`src/rtl/irq_rec_pkg.sv`:
```
package irq_rec_pkg;
  localparam int unsigned REG_AW = 12;

  localparam logic [REG_AW-1:0] OFS_ACK  = 12'h040;
  localparam logic [REG_AW-1:0] OFS_MSET = 12'h0C0;
  localparam logic [REG_AW-1:0] OFS_MCLR = 12'h100;
  localparam logic [REG_AW-1:0] OFS_SSET = 12'h180;
  localparam logic [REG_AW-1:0] OFS_SCLR = 12'h1C0;
  localparam logic [REG_AW-1:0] OFS_PSET = 12'h240;
  localparam logic [REG_AW-1:0] OFS_PCLR = 12'h280;
  localparam logic [REG_AW-1:0] OFS_CTRL = 12'h300;

  localparam int unsigned CTL_EN    = 0;
  localparam int unsigned CTL_EDGE  = 1;
  localparam int unsigned CTL_FLUSH = 2;

  function automatic int unsigned words_for(int unsigned n);
    return (n + 31) / 32;
  endfunction
endpackage

```
`src/rtl/irq_rec_sync.sv`:
```
module irq_rec_sync #(
  parameter int unsigned WIDTH = 8
) (
  input  logic             clk_i,
  input  logic             rst_ni,
  input  logic [WIDTH-1:0] d_i,
  output logic [WIDTH-1:0] q_o
);
  logic [WIDTH-1:0] meta_q, sync_q;

  always_ff @(posedge clk_i or negedge rst_ni) begin
    if (!rst_ni) begin
      meta_q <= '0;
      sync_q <= '0;
    end else begin
      meta_q <= d_i;
      sync_q <= meta_q;
    end
  end

  assign q_o = sync_q;
endmodule

```
`src/rtl/irq_rec_regs.sv`:
```
module irq_rec_regs
  import irq_rec_pkg::*;
#(
  parameter int unsigned N_LINES = 40
) (
  input  logic              clk_i,
  input  logic              rst_ni,
  input  logic              bus_req_i,
  input  logic              bus_we_i,
  input  logic [REG_AW-1:0] bus_addr_i,
  input  logic [31:0]       bus_wdata_i,
  output logic [31:0]       bus_rdata_o,
  input  logic [N_LINES-1:0] status_i,
  output logic [N_LINES-1:0] mask_o,
  output logic [N_LINES-1:0] sens_o,
  output logic [N_LINES-1:0] pol_o,
  output logic              edge_only_o,
  output logic [N_LINES-1:0] ack_o,
  output logic              flush_go_o
);
  localparam int unsigned WORDS = words_for(N_LINES);
  localparam int unsigned PAD   = WORDS * 32;

  logic wr;
  logic [N_LINES-1:0] mset, mclr, sset, sclr, pset, pclr;
  logic [N_LINES-1:0] mask_q, sens_q, pol_q;
  logic en_q, edge_q;
  logic ctrl_wr;

  assign wr      = bus_req_i & bus_we_i;
  assign ctrl_wr = wr && (bus_addr_i == OFS_CTRL);

  for (genvar n = 0; n < N_LINES; n++) begin : g_dec
    localparam logic [REG_AW-1:0] WOFS = REG_AW'(4 * (n / 32));
    localparam int unsigned       BIT  = n % 32;
    assign mset[n]  = wr && (bus_addr_i == OFS_MSET + WOFS) && bus_wdata_i[BIT];
    assign mclr[n]  = wr && (bus_addr_i == OFS_MCLR + WOFS) && bus_wdata_i[BIT];
    assign sset[n]  = wr && (bus_addr_i == OFS_SSET + WOFS) && bus_wdata_i[BIT];
    assign sclr[n]  = wr && (bus_addr_i == OFS_SCLR + WOFS) && bus_wdata_i[BIT];
    assign pset[n]  = wr && (bus_addr_i == OFS_PSET + WOFS) && bus_wdata_i[BIT];
    assign pclr[n]  = wr && (bus_addr_i == OFS_PCLR + WOFS) && bus_wdata_i[BIT];
    assign ack_o[n] = wr && (bus_addr_i == OFS_ACK  + WOFS) && bus_wdata_i[BIT];
  end

  always_ff @(posedge clk_i or negedge rst_ni) begin
    if (!rst_ni) begin
      mask_q <= '1;
      sens_q <= '0;
      pol_q  <= '1;
      en_q   <= 1'b0;
      edge_q <= 1'b0;
    end else begin
      mask_q <= (mask_q | mset) & ~mclr;
      sens_q <= (sens_q | sset) & ~sclr;
      pol_q  <= (pol_q  | pset) & ~pclr;
      if (ctrl_wr) begin
        en_q   <= bus_wdata_i[CTL_EN];
        edge_q <= bus_wdata_i[CTL_EDGE];
      end
    end
  end

  // flush acts only when the same write keeps enable set
  assign flush_go_o  = ctrl_wr & bus_wdata_i[CTL_FLUSH] & bus_wdata_i[CTL_EN];
  assign mask_o      = mask_q;
  assign sens_o      = sens_q;
  assign pol_o       = pol_q;
  assign edge_only_o = edge_q;

  logic [PAD-1:0] stat_pad, mask_pad, sens_pad, pol_pad;
  assign stat_pad = PAD'(status_i);
  assign mask_pad = PAD'(mask_q);
  assign sens_pad = PAD'(sens_q);
  assign pol_pad  = PAD'(pol_q);

  always_comb begin
    bus_rdata_o = '0;
    for (int w = 0; w < int'(WORDS); w++) begin
      if (bus_addr_i == OFS_ACK + REG_AW'(4 * w))
        bus_rdata_o = stat_pad[w*32 +: 32];
      if (bus_addr_i == OFS_MSET + REG_AW'(4 * w) || bus_addr_i == OFS_MCLR + REG_AW'(4 * w))
        bus_rdata_o = mask_pad[w*32 +: 32];
      if (bus_addr_i == OFS_SSET + REG_AW'(4 * w) || bus_addr_i == OFS_SCLR + REG_AW'(4 * w))
        bus_rdata_o = sens_pad[w*32 +: 32];
      if (bus_addr_i == OFS_PSET + REG_AW'(4 * w) || bus_addr_i == OFS_PCLR + REG_AW'(4 * w))
        bus_rdata_o = pol_pad[w*32 +: 32];
    end
    if (bus_addr_i == OFS_CTRL)
      bus_rdata_o = {29'd0, 1'b0, edge_q, en_q};
  end

  AST_MASK_W1_ONLY: assert property (@(posedge clk_i) disable iff (!rst_ni)
    1'b1 |=> (((mask_q ^ $past(mask_q)) & ~$past(mset | mclr)) == '0));

  AST_POL_W1_ONLY: assert property (@(posedge clk_i) disable iff (!rst_ni)
    1'b1 |=> (((pol_q ^ $past(pol_q)) & ~$past(pset | pclr)) == '0));
endmodule

```
`src/rtl/irq_rec_bank.sv`:
```
module irq_rec_bank #(
  parameter int unsigned N_LINES = 40
) (
  input  logic               clk_i,
  input  logic               rst_ni,
  input  logic [N_LINES-1:0] sync_i,
  input  logic [N_LINES-1:0] mask_i,
  input  logic [N_LINES-1:0] sens_i,
  input  logic [N_LINES-1:0] pol_i,
  input  logic               edge_only_i,
  input  logic [N_LINES-1:0] ack_i,
  input  logic               flush_go_i,
  output logic [N_LINES-1:0] status_o,
  output logic [N_LINES-1:0] irq_o
);
  logic [N_LINES-1:0] prev_q, status_q, pulse_q;
  logic [N_LINES-1:0] rise, fall, edge_ev, level_ev, ev, replay;

  assign rise     = sync_i & ~prev_q;
  assign fall     = ~sync_i & prev_q;
  assign edge_ev  = (pol_i & rise) | (~pol_i & fall);
  assign level_ev = ~(sync_i ^ pol_i);
  assign ev       = (~sens_i & edge_ev) | (sens_i & level_ev & {N_LINES{~edge_only_i}});
  assign replay   = {N_LINES{flush_go_i}} & status_q & ~mask_i;

  always_ff @(posedge clk_i or negedge rst_ni) begin
    if (!rst_ni) begin
      prev_q   <= '0;
      status_q <= '0;
      pulse_q  <= '0;
    end else begin
      prev_q   <= sync_i;
      status_q <= (status_q & ~ack_i & ~replay) | ev;
      pulse_q  <= replay;
    end
  end

  assign status_o = status_q;
  assign irq_o    = pulse_q ^ ~pol_i;

  AST_ACK_CLEARS: assert property (@(posedge clk_i) disable iff (!rst_ni)
    1'b1 |=> ((status_q & $past(ack_i & ~ev)) == '0));

  AST_EDGE_ONLY_NO_LEVEL: assert property (@(posedge clk_i) disable iff (!rst_ni)
    1'b1 |=> ((status_q & ~$past(status_q) & $past(sens_i & {N_LINES{edge_only_i}})) == '0));

  AST_PULSE_NEEDS_FLUSH: assert property (@(posedge clk_i) disable iff (!rst_ni)
    (pulse_q != '0) |-> $past(flush_go_i));

  AST_MASKED_NO_PULSE: assert property (@(posedge clk_i) disable iff (!rst_ni)
    1'b1 |=> ((pulse_q & $past(mask_i)) == '0));

  AST_MASKED_KEEPS_STATUS: assert property (@(posedge clk_i) disable iff (!rst_ni)
    1'b1 |=> ((~status_q & $past(status_q & mask_i & ~ack_i)) == '0));
endmodule

```
`src/rtl/irq_sleep_recorder.sv`:
```
module irq_sleep_recorder
  import irq_rec_pkg::*;
#(
  parameter int unsigned N_LINES = 40
) (
  input  logic               clk_i,
  input  logic               rst_ni,
  input  logic [N_LINES-1:0] irq_i,
  input  logic               bus_req_i,
  input  logic               bus_we_i,
  input  logic [11:0]        bus_addr_i,
  input  logic [31:0]        bus_wdata_i,
  output logic [31:0]        bus_rdata_o,
  output logic [N_LINES-1:0] irq_o
);
  logic [N_LINES-1:0] sync, mask, sens, pol, ack, status;
  logic edge_only, flush_go;

  irq_rec_sync #(.WIDTH(N_LINES)) i_sync (
    .clk_i (clk_i),
    .rst_ni(rst_ni),
    .d_i   (irq_i),
    .q_o   (sync)
  );

  irq_rec_regs #(.N_LINES(N_LINES)) i_regs (
    .clk_i      (clk_i),
    .rst_ni     (rst_ni),
    .bus_req_i  (bus_req_i),
    .bus_we_i   (bus_we_i),
    .bus_addr_i (bus_addr_i),
    .bus_wdata_i(bus_wdata_i),
    .bus_rdata_o(bus_rdata_o),
    .status_i   (status),
    .mask_o     (mask),
    .sens_o     (sens),
    .pol_o      (pol),
    .edge_only_o(edge_only),
    .ack_o      (ack),
    .flush_go_o (flush_go)
  );

  irq_rec_bank #(.N_LINES(N_LINES)) i_bank (
    .clk_i      (clk_i),
    .rst_ni     (rst_ni),
    .sync_i     (sync),
    .mask_i     (mask),
    .sens_i     (sens),
    .pol_i      (pol),
    .edge_only_i(edge_only),
    .ack_i      (ack),
    .flush_go_i (flush_go),
    .status_o   (status),
    .irq_o      (irq_o)
  );

  AST_IDLE_WITHOUT_FLUSH: assert property (@(posedge clk_i) disable iff (!rst_ni)
    !$past(flush_go) |-> (irq_o == ~pol));
endmodule

```
`config.mk`:
```
export PLATFORM = sky130hd
export DESIGN_NAME = irq_sleep_recorder
export DESIGN_NICKNAME = d
export VERILOG_FILES = /design/src/rtl/irq_rec_pkg.sv /design/src/rtl/irq_rec_sync.sv /design/src/rtl/irq_rec_regs.sv /design/src/rtl/irq_rec_bank.sv /design/src/rtl/irq_sleep_recorder.sv
export SDC_FILE = /design/constraint.sdc
export NUM_CORES = 1
export LEC_CHECK = 0
export ABC_AREA = 1
export BUFFER_PORTS_ARGS = -buffer_cell sky130_fd_sc_hd__buf_4
export CAP_MARGIN = 15
export CORE_ASPECT_RATIO = 2
export CORE_MARGIN = 1
export CORE_UTILIZATION = 50
export DETAILED_ROUTE_END_ITERATION = 12
export GPL_TIMING_DRIVEN = 0
export PLACE_DENSITY = 0.7
export SLEW_MARGIN = 20
export SYNTH_ARGS = -nofsm -noshare
export SYNTH_HDL_FRONTEND = slang
export SYNTH_SLANG_ARGS = --single-unit
```
`constraint.sdc`:
```
create_clock -name clk_i -period 1.95 [get_ports clk_i]
set_input_delay 0.0975 -clock clk_i [delete_from_list [all_inputs] [get_ports clk_i]]
set_output_delay 0.0975 -clock clk_i [all_outputs]
set_load 0.05 [all_outputs]
```
Word-level counts from Yosys, hierarchy flattened
Cells that the tools add are included.

Add/sub/neg operators: 0. Equal/unequal tests: 15. $mul: 0. Magnitude comparators: 0. Multiplexer cells: 9. Shift-type cells: 0. Divide/modulo/power cells: 0. Reduce and logical (&&, ||, !) cells: 301. Bitwise operators: 37.

Operators with widths (count): $and A40 B40 Y40 (14); $not A40 Y40 (11); $logic_and A1 B1 Y1 (295); $mux W32 (9); $or A40 B40 Y40 (6); $xor A40 B40 Y40 (2); $eq A12 B9 Y1 const B (6); $eq A12 B10 Y1 const B (5); $eq A12 B7 Y1 const B (2); $eq A12 B8 Y1 const B (2); $logic_or A1 B1 Y1 (6); $and A1 B1 Y1 (3); $not A1 Y1 (1).

Bits in writable memories: 0. Register bits: 322. ROM bits: 0. Input port bits: 88. Latch bits: 0. Memories: 0. Logic and storage cells: 372.

Depth between registers and ports, before layout
Gate-level depths: netlist (run 1).

Depth after elaboration: 10. Depth in mapped cells: 13.

By module
From an unflattened synthesis (run 1), not the netlist that was laid out.

Cell total of the unflattened synthesis: 1856. Area, all modules: 15240.9 um2.

By module, submodules not included: irq_rec_regs (cells each 842, area each 6761.5 um2, seq. area each 3153.0 um2, instances 1); irq_rec_bank (cells each 934, area each 6477.5 um2, seq. area each 3002.9 um2, instances 1); irq_rec_sync (cells each 80, area each 2001.9 um2, seq. area each 2001.9 um2, instances 1).

Least setup slack after synthesis (run 1)
No wires, ideal clock.

Path kind: in2out. Start: input port bus_addr_i[5]. End: output port bus_rdata_o[11]. Buffers on the path: 1. Data arrival time: 2081 ps. Setup slack: -229 ps. Data required time: 1852 ps. Stages on the path: 10. Cell sequence: inv_1 > nand2_1 > nor2_2 > inv_2 > nor2_8 > nand2_4 > nand2_4 > inv_2 > clkbuf_1 > o21ai_0.

Cells in the longest elaborated chain, start to end: 10. Elaborated cells on any way between the ends: 30. Those cells by class: 15 x eq/ne; 9 x mux; 6 x reduce/logical.

Ends and longest elaborated chain: start, declared (RTL line irq_sleep_recorder.sv:11) `input logic [11:0] bus_addr_i,`; $eq A12 B7 Y1, or another cell as far along (RTL line irq_rec_regs.sv:79) `if (bus_addr_i == OFS_ACK + REG_AW'(4 * w))`; $mux W32 or $logic_or A1 B1 Y1 (tied branches) (RTL line irq_rec_regs.sv:79, irq_rec_regs.sv:81); $mux W32 (RTL line irq_rec_regs.sv:81) `if (bus_addr_i == OFS_MSET + REG_AW'(4 * w) || bus_addr_i == OFS_MCLR + REG_AW'(4 * w))`; $mux W32 (RTL line irq_rec_regs.sv:83) `if (bus_addr_i == OFS_SSET + REG_AW'(4 * w) || bus_addr_i == OFS_SCLR + REG_AW'(4 * w))`; $mux W32 (RTL line irq_rec_regs.sv:85) `if (bus_addr_i == OFS_PSET + REG_AW'(4 * w) || bus_addr_i == OFS_PCLR + REG_AW'(4 * w))`; $mux W32 (RTL line irq_rec_regs.sv:79); $mux W32 (RTL line irq_rec_regs.sv:81); $mux W32 (RTL line irq_rec_regs.sv:83); $mux W32 (RTL line irq_rec_regs.sv:85); $mux W32 (*) (RTL line irq_rec_regs.sv:88) `if (bus_addr_i == OFS_CTRL)`; end, declared (RTL line irq_sleep_recorder.sv:13) `output logic [31:0] bus_rdata_o,`.

Every way passes the cells marked *; elsewhere a longest branch is shown, timed or not.

Worst setup path after layout (run 1)
Start: register i_regs.mask_q[8], in the netlist i_regs.mask_o[8]. End: output port bus_rdata_o[8].

Cells in the longest elaborated chain, start to end: 8.

Ends and longest elaborated chain: start, declared (RTL line irq_rec_regs.sv:26) `logic [N_LINES-1:0] mask_q, sens_q, pol_q;`; start signal, assigned (RTL line irq_rec_regs.sv:53) `mask_q <= (mask_q | mset) & ~mclr;`; $mux W32 (RTL line irq_rec_regs.sv:81); $mux W32 (RTL line irq_rec_regs.sv:83); $mux W32 (RTL line irq_rec_regs.sv:85); $mux W32 (RTL line irq_rec_regs.sv:79); $mux W32 (RTL line irq_rec_regs.sv:81); $mux W32 (RTL line irq_rec_regs.sv:83); $mux W32 (RTL line irq_rec_regs.sv:85); $mux W32 (RTL line irq_rec_regs.sv:88).

No other way between the ends.

==> metrics.txt, run 1 <==
GRT met2 Usage 0.521; Worst Tran Pin Value 940 ps; Rows 86; Top Usage Layer GRT met2; Mapped Cells 1394; Post-synth EDFFs 0; Antenna Cells 0; PwrDens 761 mW/mm2; Root Buffer clkbuf_16; Buffers on Ports 159; syn_area_per_cell 10.1 um2; internal reg-to-reg setup slack 90 ps; footprint of the multi-input gates 0.00504 mm2; switching share of total power 0.225; wire per inst 19.1 um; chip height 239 um; DIE AREA 0.0288 mm2; post-layout util 0.648; initial antenna violation count 0; Initial DRC Count 739; GPL Wtd Cong 0.921; FFs w/ async S/R, synth 1.00; grt total ovfl 0; post-synthesis net count 1482; Synth Flop Type dfrtp_1; hold crit path type input pin to async pin; FF-to-FF Start i_regs.edge_only_o$_DFFE_PN0N_; Post-DRT Antenna Nets 0; vias per cell 5.52; Max Clock Skew 14.6 ps; met3 Use GR 0.0308; Clock Latency Late Sink 580 ps; Setup-failing EPs final 0; Routed WL 39.2 mm; Synth Cell Area 0.0140 mm2; clk sinks 322; combinational share of power 0.047; worst-path fanout max 2; fin. max-slew vios 0; Fin. Hold Viols 0; outcome completed; top post-synthesis cells by area dfrtp_1 43%, dfstp_2 15%, nand2_1 5.2%; # H-tree levels 1; top-count cell post-synth dfrtp_1; Filler Cells Inserted 2243; synth-to-layout area growth 27.3%; clock-pin slew on the worst setup and hold paths 70 ps; global-route wire length before repair 61.7 mm; Synth top cells by count 242 x dfrtp_1, 195 x nand2_1, 184 x inv_1; TritonRoute pass-1 iters 6; largest net degree at the start of global routing 104; RSZ-0062 raised after global routing true; post-synth cell types 35; Nets 1761; clk buf depth 3; TritonCTS buffer count 29; Die W 120 um; register area 0.00816 mm2; initial core utilization 0.509; CP Data Arrival Time 1850 ps; P_leak 8.29 nW; drt drc 0; Worst Path Required 1850 ps; layout cells sized above 1 0.261; vias in the first global route 12000; sum of negative setup slack 0 ps; Final period util 0.998; DR vias 11300; Overall Global Routing Usage 0.280; max_cap viols 0; slew margin rel. 0.371; cell count of the worst reg-to-reg path 6; critical path class flop to primary output; Core Region 0.0275 mm2; synthesis-stage register bit count 322; Clock Power Share 0.444; synth warn 0; Pint 10.5 mW; global routing usage on met1 0.298; # IOs 160; TritonCTS clock tree done; VDD IR-drop max 0.000776 V; Seq pwr share 0.508; CP Launch Type flop; min Tclk post-route 1950 ps; Max Clk Rate 514 MHz; Worst setup EP type primary output; switching power 3.05 mW; proportion of synthesized chip area in sequential cells 0.582; capturing point of the worst reg2reg path i_bank.status_o[33]$_DFF_PN0_; Synth area leader dfrtp_1; hpwl dp 27.4 mm; Synth top area share 0.432
-- power by group through the flow --
stage / registers, mW / clock network [mW] / logic [mW]
floorplan: 6.99 / 0 / 0.129
global placement: 7.01 / 0 / 0.487
detailed placement: 7.02 / 0 / 0.518
CTS: 6.90 / 6.12 / 0.646
global route: 6.91 / 6.38 / 0.707
finish: 6.90 / 6.04 / 0.644
-- sequential cells by signal, indices dropped and copies added (netlist names) --
name and count:
i_bank.prev_q 40, i_bank.pulse_q 40, i_bank.status_o 40, i_regs.edge_only_o 1
i_regs.en_q 1, i_regs.mask_o 40, i_regs.pol_o 40, i_regs.sens_o 40
i_sync.meta_q 40, i_sync.q_o 40
-- metal layers --
layer / part of all wire / wire, um
met1: 0.36 / 14100
met5: 0 / 0
met4: 0.058 / 2270
met3: 0.043 / 1680
met2: 0.54 / 21200
-- cell usage in the layout (no fill, tap or decap), types with 18 or more instances in the layout --
cell type / n
dlygate4sd3_1: 76
a22oi_1: 96
nand2_1: 188
o221ai_1: 21
o21ai_0: 96
a21oi_1: 51
nand3_1: 29
clkbuf_1: 18
clkbuf_16: 29
buf_2: 21
dfrtp_1: 242
o22ai_1: 30
buf_6: 20
xor2_1: 30
nor2_1: 42
inv_1: 183
xnor2_1: 40
nor3_2: 27
o21ai_1: 78
dfstp_2: 80
buf_4: 158
-- critical path, cell delays in order, from the launching register on --
cell,delay (ps)
dfstp_2,540
inv_1,50
o221ai_1,160
o21ai_0,110
o21ai_1,190
buf_6,210
-- stage by stage --
stage | setup slack (ps) | total power, mW | std cells | hold WS, ps | instance area [um2]
2_1_floorplan | -229 | 7.12 | 1394 | -198 | 14000
3_5_place_dp | -332 | 7.54 | 1908 | 57.5 | 15700
3_3_place_gp | -2090 | 7.50 | 1905 | 206 | 15700
4_1_cts | -8.96 | 13.7 | 2041 | 55.6 | 17700
6_report | 4.64 | 13.6 | 2048 | 40.1 | 17900
5_1_grt | -27.6 | 14.0 | 2048 | 92.8 | 17900
-- what timing repair did --
| item | in CTS | in global routing |
|---|---|---|
| setup endpoints to repair | 31 | 30 |
| hold buffers | 76 | 0 |
| buffers inserted | 3 | 7 |
| gates resized for setup | 48 | 36 |
| hold endpoints to repair | 354 | 0 |
| pin swaps | 4 | 13 |
| gates cloned | 0 | 0 |
-- worst max path at each step --
stage / startpoint / end / slack [ps] / cells past startpoint
after detailed placement: bus_addr_i[5] / bus_rdata_o[25] / -330 / 12
after global placement: rst_ni / i_sync.meta_q[14]$_DFF_PN0_ / -2090 / 1
after floorplan: bus_addr_i[5] / bus_rdata_o[11] / -230 / 10
after CTS: i_regs.mask_o[8]$_DFF_PN1_ / bus_rdata_o[8] / -9 / 5
final: i_regs.mask_o[8]$_DFF_PN1_ / bus_rdata_o[8] / 5 / 5
after global routing: bus_addr_i[1] / bus_rdata_o[6] / -30 / 12
-- cells by family (layout without fill, tap and decap cells) --
group / Yosys count / in the layout / synth area share
simple gates: 337 / 337 / 0.117
flops: 322 / 322 / 0.582
mux: 1 / 1 / 0.000803
buf+inv: 243 / 545 / 0.0697
xor+xnor: 70 / 70 / 0.0437
compound gates: 421 / 421 / 0.187
-- area by class of cell --
class | instances | share of cell area
clock inverter | 19 | 0.0121
multi-input combinational | 829 | 0.282
tap | 352 | 0.0247
clock buffer | 35 | 0.0442
timing repair buffer | 248 | 0.123
inverter | 191 | 0.0402
sequential | 322 | 0.457
buffer | 52 | 0.0170
Power figures use the tool's default switching activity.
==> inputs of run 2 (changes only) <==
==> constraint.sdc (replaced) <==
create_clock -name clk_i -period 1.95 [get_ports clk_i]
set_input_delay 0.0975 -clock clk_i [delete_from_list [all_inputs] [get_ports clk_i]]
set_output_delay 0.0975 -clock clk_i [all_outputs]
set_load 0.02 [all_outputs]
==> run 2 against run 1 <==
Compared with the run above: the flow now finishes with violations (negative setup slack); register-to-register slack improved by 20 ps; sequential cell count is the same; sequential share of layout area is 0.25 points higher; global-route usage shrank 0.077 points; combinational power shrank 1%; core utilization shrank 0.35 points; critical path depth rose by 2; critical path type unchanged; largest cell class unchanged.
==> metrics.txt, run 2 (synthesis results as in run 1) <==
TritonCTS buffer count 29; min Tclk post-route 1950 ps; grt total ovfl 0; hpwl dp 27.4 mm; Worst setup EP type primary output; Rows 86; Post-DRT Antenna Nets 0; Core Region 0.0275 mm2; Max Clk Rate 512 MHz; synth-to-layout area growth 26.6%; most frequent cells in the layout 242 x dfrtp_1, 190 x nand2_1, 184 x inv_1; RSZ-0062 raised after global routing true; clock-pin slew on the worst setup and hold paths 70 ps; Max Clock Skew 16.6 ps; DR vias 11300; initial core utilization 0.509; Final period util 1.00; number of placed instances, taps included 1908; slowest CP cell dfrtp_1; Antenna Cells 0; layout cells sized above 1 0.256; Nets 1762; violated checks negative setup slack; TritonRoute pass-1 iters 5; Fin Hold WS 36.8 ps; clk buf depth 3; Initial DRC Count 709; CP Data Arrival Time 1850 ps; chip height 239 um; Filler Cells Inserted 2264; Final Cell Area 0.0178 mm2; FF-to-FF Start i_regs.edge_only_o$_DFFE_PN0N_; worst-path fanout max 2; post-layout util 0.645; critical path class flop to primary output; worst setup path end bus_rdata_o[0]; Buffers on Ports 159; Worst Path Required 1850 ps; P_leak 8.27 nW; vias per cell 5.52; most common cell after layout, fill and taps aside dfrtp_1; DIE AREA 0.0288 mm2; critical path startpoint i_bank.status_o[0]$_DFF_PN0_; dpl cell area 0.0157 mm2; worst path cell trace inv_1 > nor2_1 > a21oi_1 > nand4_1 > nor2_1 > nand4_1 > buf_4; Die W 120 um; global-route wire length before repair 61.5 mm; Layout Cells excl Fill 2049; largest net degree at the start of global routing 104; Routed WL 39.2 mm; clk sinks 322; Root Buffer clkbuf_16; drt drc 0; Worst Slack Setup Final -1.45 ps; slew margin rel. 0.370; CP Launch Type flop; capturing point of the worst reg2reg path i_bank.status_o[27]$_DFF_PN0_; GPL Wtd Cong 0.921; internal reg-to-reg setup slack 110 ps; outcome finished with violations; TritonCTS clock tree done; initial antenna violation count 0; VDD IR-drop max 0.000775 V; fin. max-slew vios 0; vias in the first global route 11900; Worst Tran Pin Value 941 ps; Setup-failing EPs final 1; wire per inst 19.2 um; max_cap viols 0; hold crit path type input pin to async pin; Fin. Hold Viols 0; # H-tree levels 1; # IOs 160; PwrDens 765 mW/mm2; Clock Latency Late Sink 580 ps; Worst path max stage delay 390 ps; Overall Global Routing Usage 0.279; cell count of the worst reg-to-reg path 6
==> run 2: changes by cell type in the layout (fill, tap and decap cells not counted), moves of 3 or more <==
cell and change:
a21oi_2 -3, buf_4 +19, buf_6 -16, a21oi_1 +3
o21ai_0 +3, o21ai_1 -3
==> run 2: cell type report <==
type / instances / area (um2) / area share
Clock buffer: 35 / 788 / 0.0444
Timing Repair Buffer: 249 / 2140 / 0.120
Tap cell: 352 / 440 / 0.0248
Inverter: 191 / 717 / 0.0404
Multi-Input combinational cell: 829 / 5000 / 0.282
Sequential cell: 322 / 8160 / 0.459
Clock inverter: 19 / 215 / 0.0121
Buffer: 52 / 295 / 0.0166
==> run 2: worst max-delay path, delay by kind of cell, from the launching register on <==
kind,cells,cell delay (ps)
AOI/OAI and AO/OA,1,180
and+or+nand+nor,4,440
buffers and inverters,2,280
DFF,1,390
==> run 2: layer usage <==
layer	GRT usage	part of all wire	wire, um	vias up
met5	0	0	0	-
met4	0.166	0.057	2220	0
met3	0.0293	0.040	1560	132
met2	0.520	0.54	21300	372
met1	0.298	0.36	14200	5538
li1	-	-	-	5259
==> run 2: timing repair <==
action,in CTS,in global routing
endpoints found under the setup margin,28,32
hold buffers,76,0
resized for setup,33,21
setup buffers,2,9
hold endpoints to repair,354,0
gates cloned,0,0
pin swaps,1,6
==> run 2: worst min path at each step <==
stage,from,to,slack [ps],depth (start not counted)
finish,rst_ni,i_sync.q_o[33]$_DFF_PN0_,40,2
global route,rst_ni,i_sync.q_o[33]$_DFF_PN0_,90,2
CTS,rst_ni,i_sync.meta_q[33]$_DFF_PN0_,60,2
detailed placement,rst_ni,i_sync.meta_q[33]$_DFF_PN0_,60,1
global placement,irq_i[39],i_sync.meta_q[39]$_DFF_PN0_,210,1
floorplan,rst_ni,i_bank.prev_q[0]$_DFF_PN0_,-200,0
==> run 2: power by group <==
group          switching (mW)  leakage, nW  internal, mW
Sequential             0.0783         3.52          6.82
Clock                    2.61        0.497          3.43
Combinational           0.355         4.25         0.282
Total                    3.05         8.27          10.5
==> run 2: per-stage QoR <==
step / power (mW) / TNS, ps / setup slack (ps)
6_report: 13.6 / -1.45 / -1.45
5_1_grt: 14.0 / -1080 / -103
2_1_floorplan: 7.11 / 0 / 382
4_1_cts: 13.7 / 0 / 2.27
3_5_place_dp: 7.53 / -5850 / -275
3_3_place_gp: 7.49 / -582840 / -2090
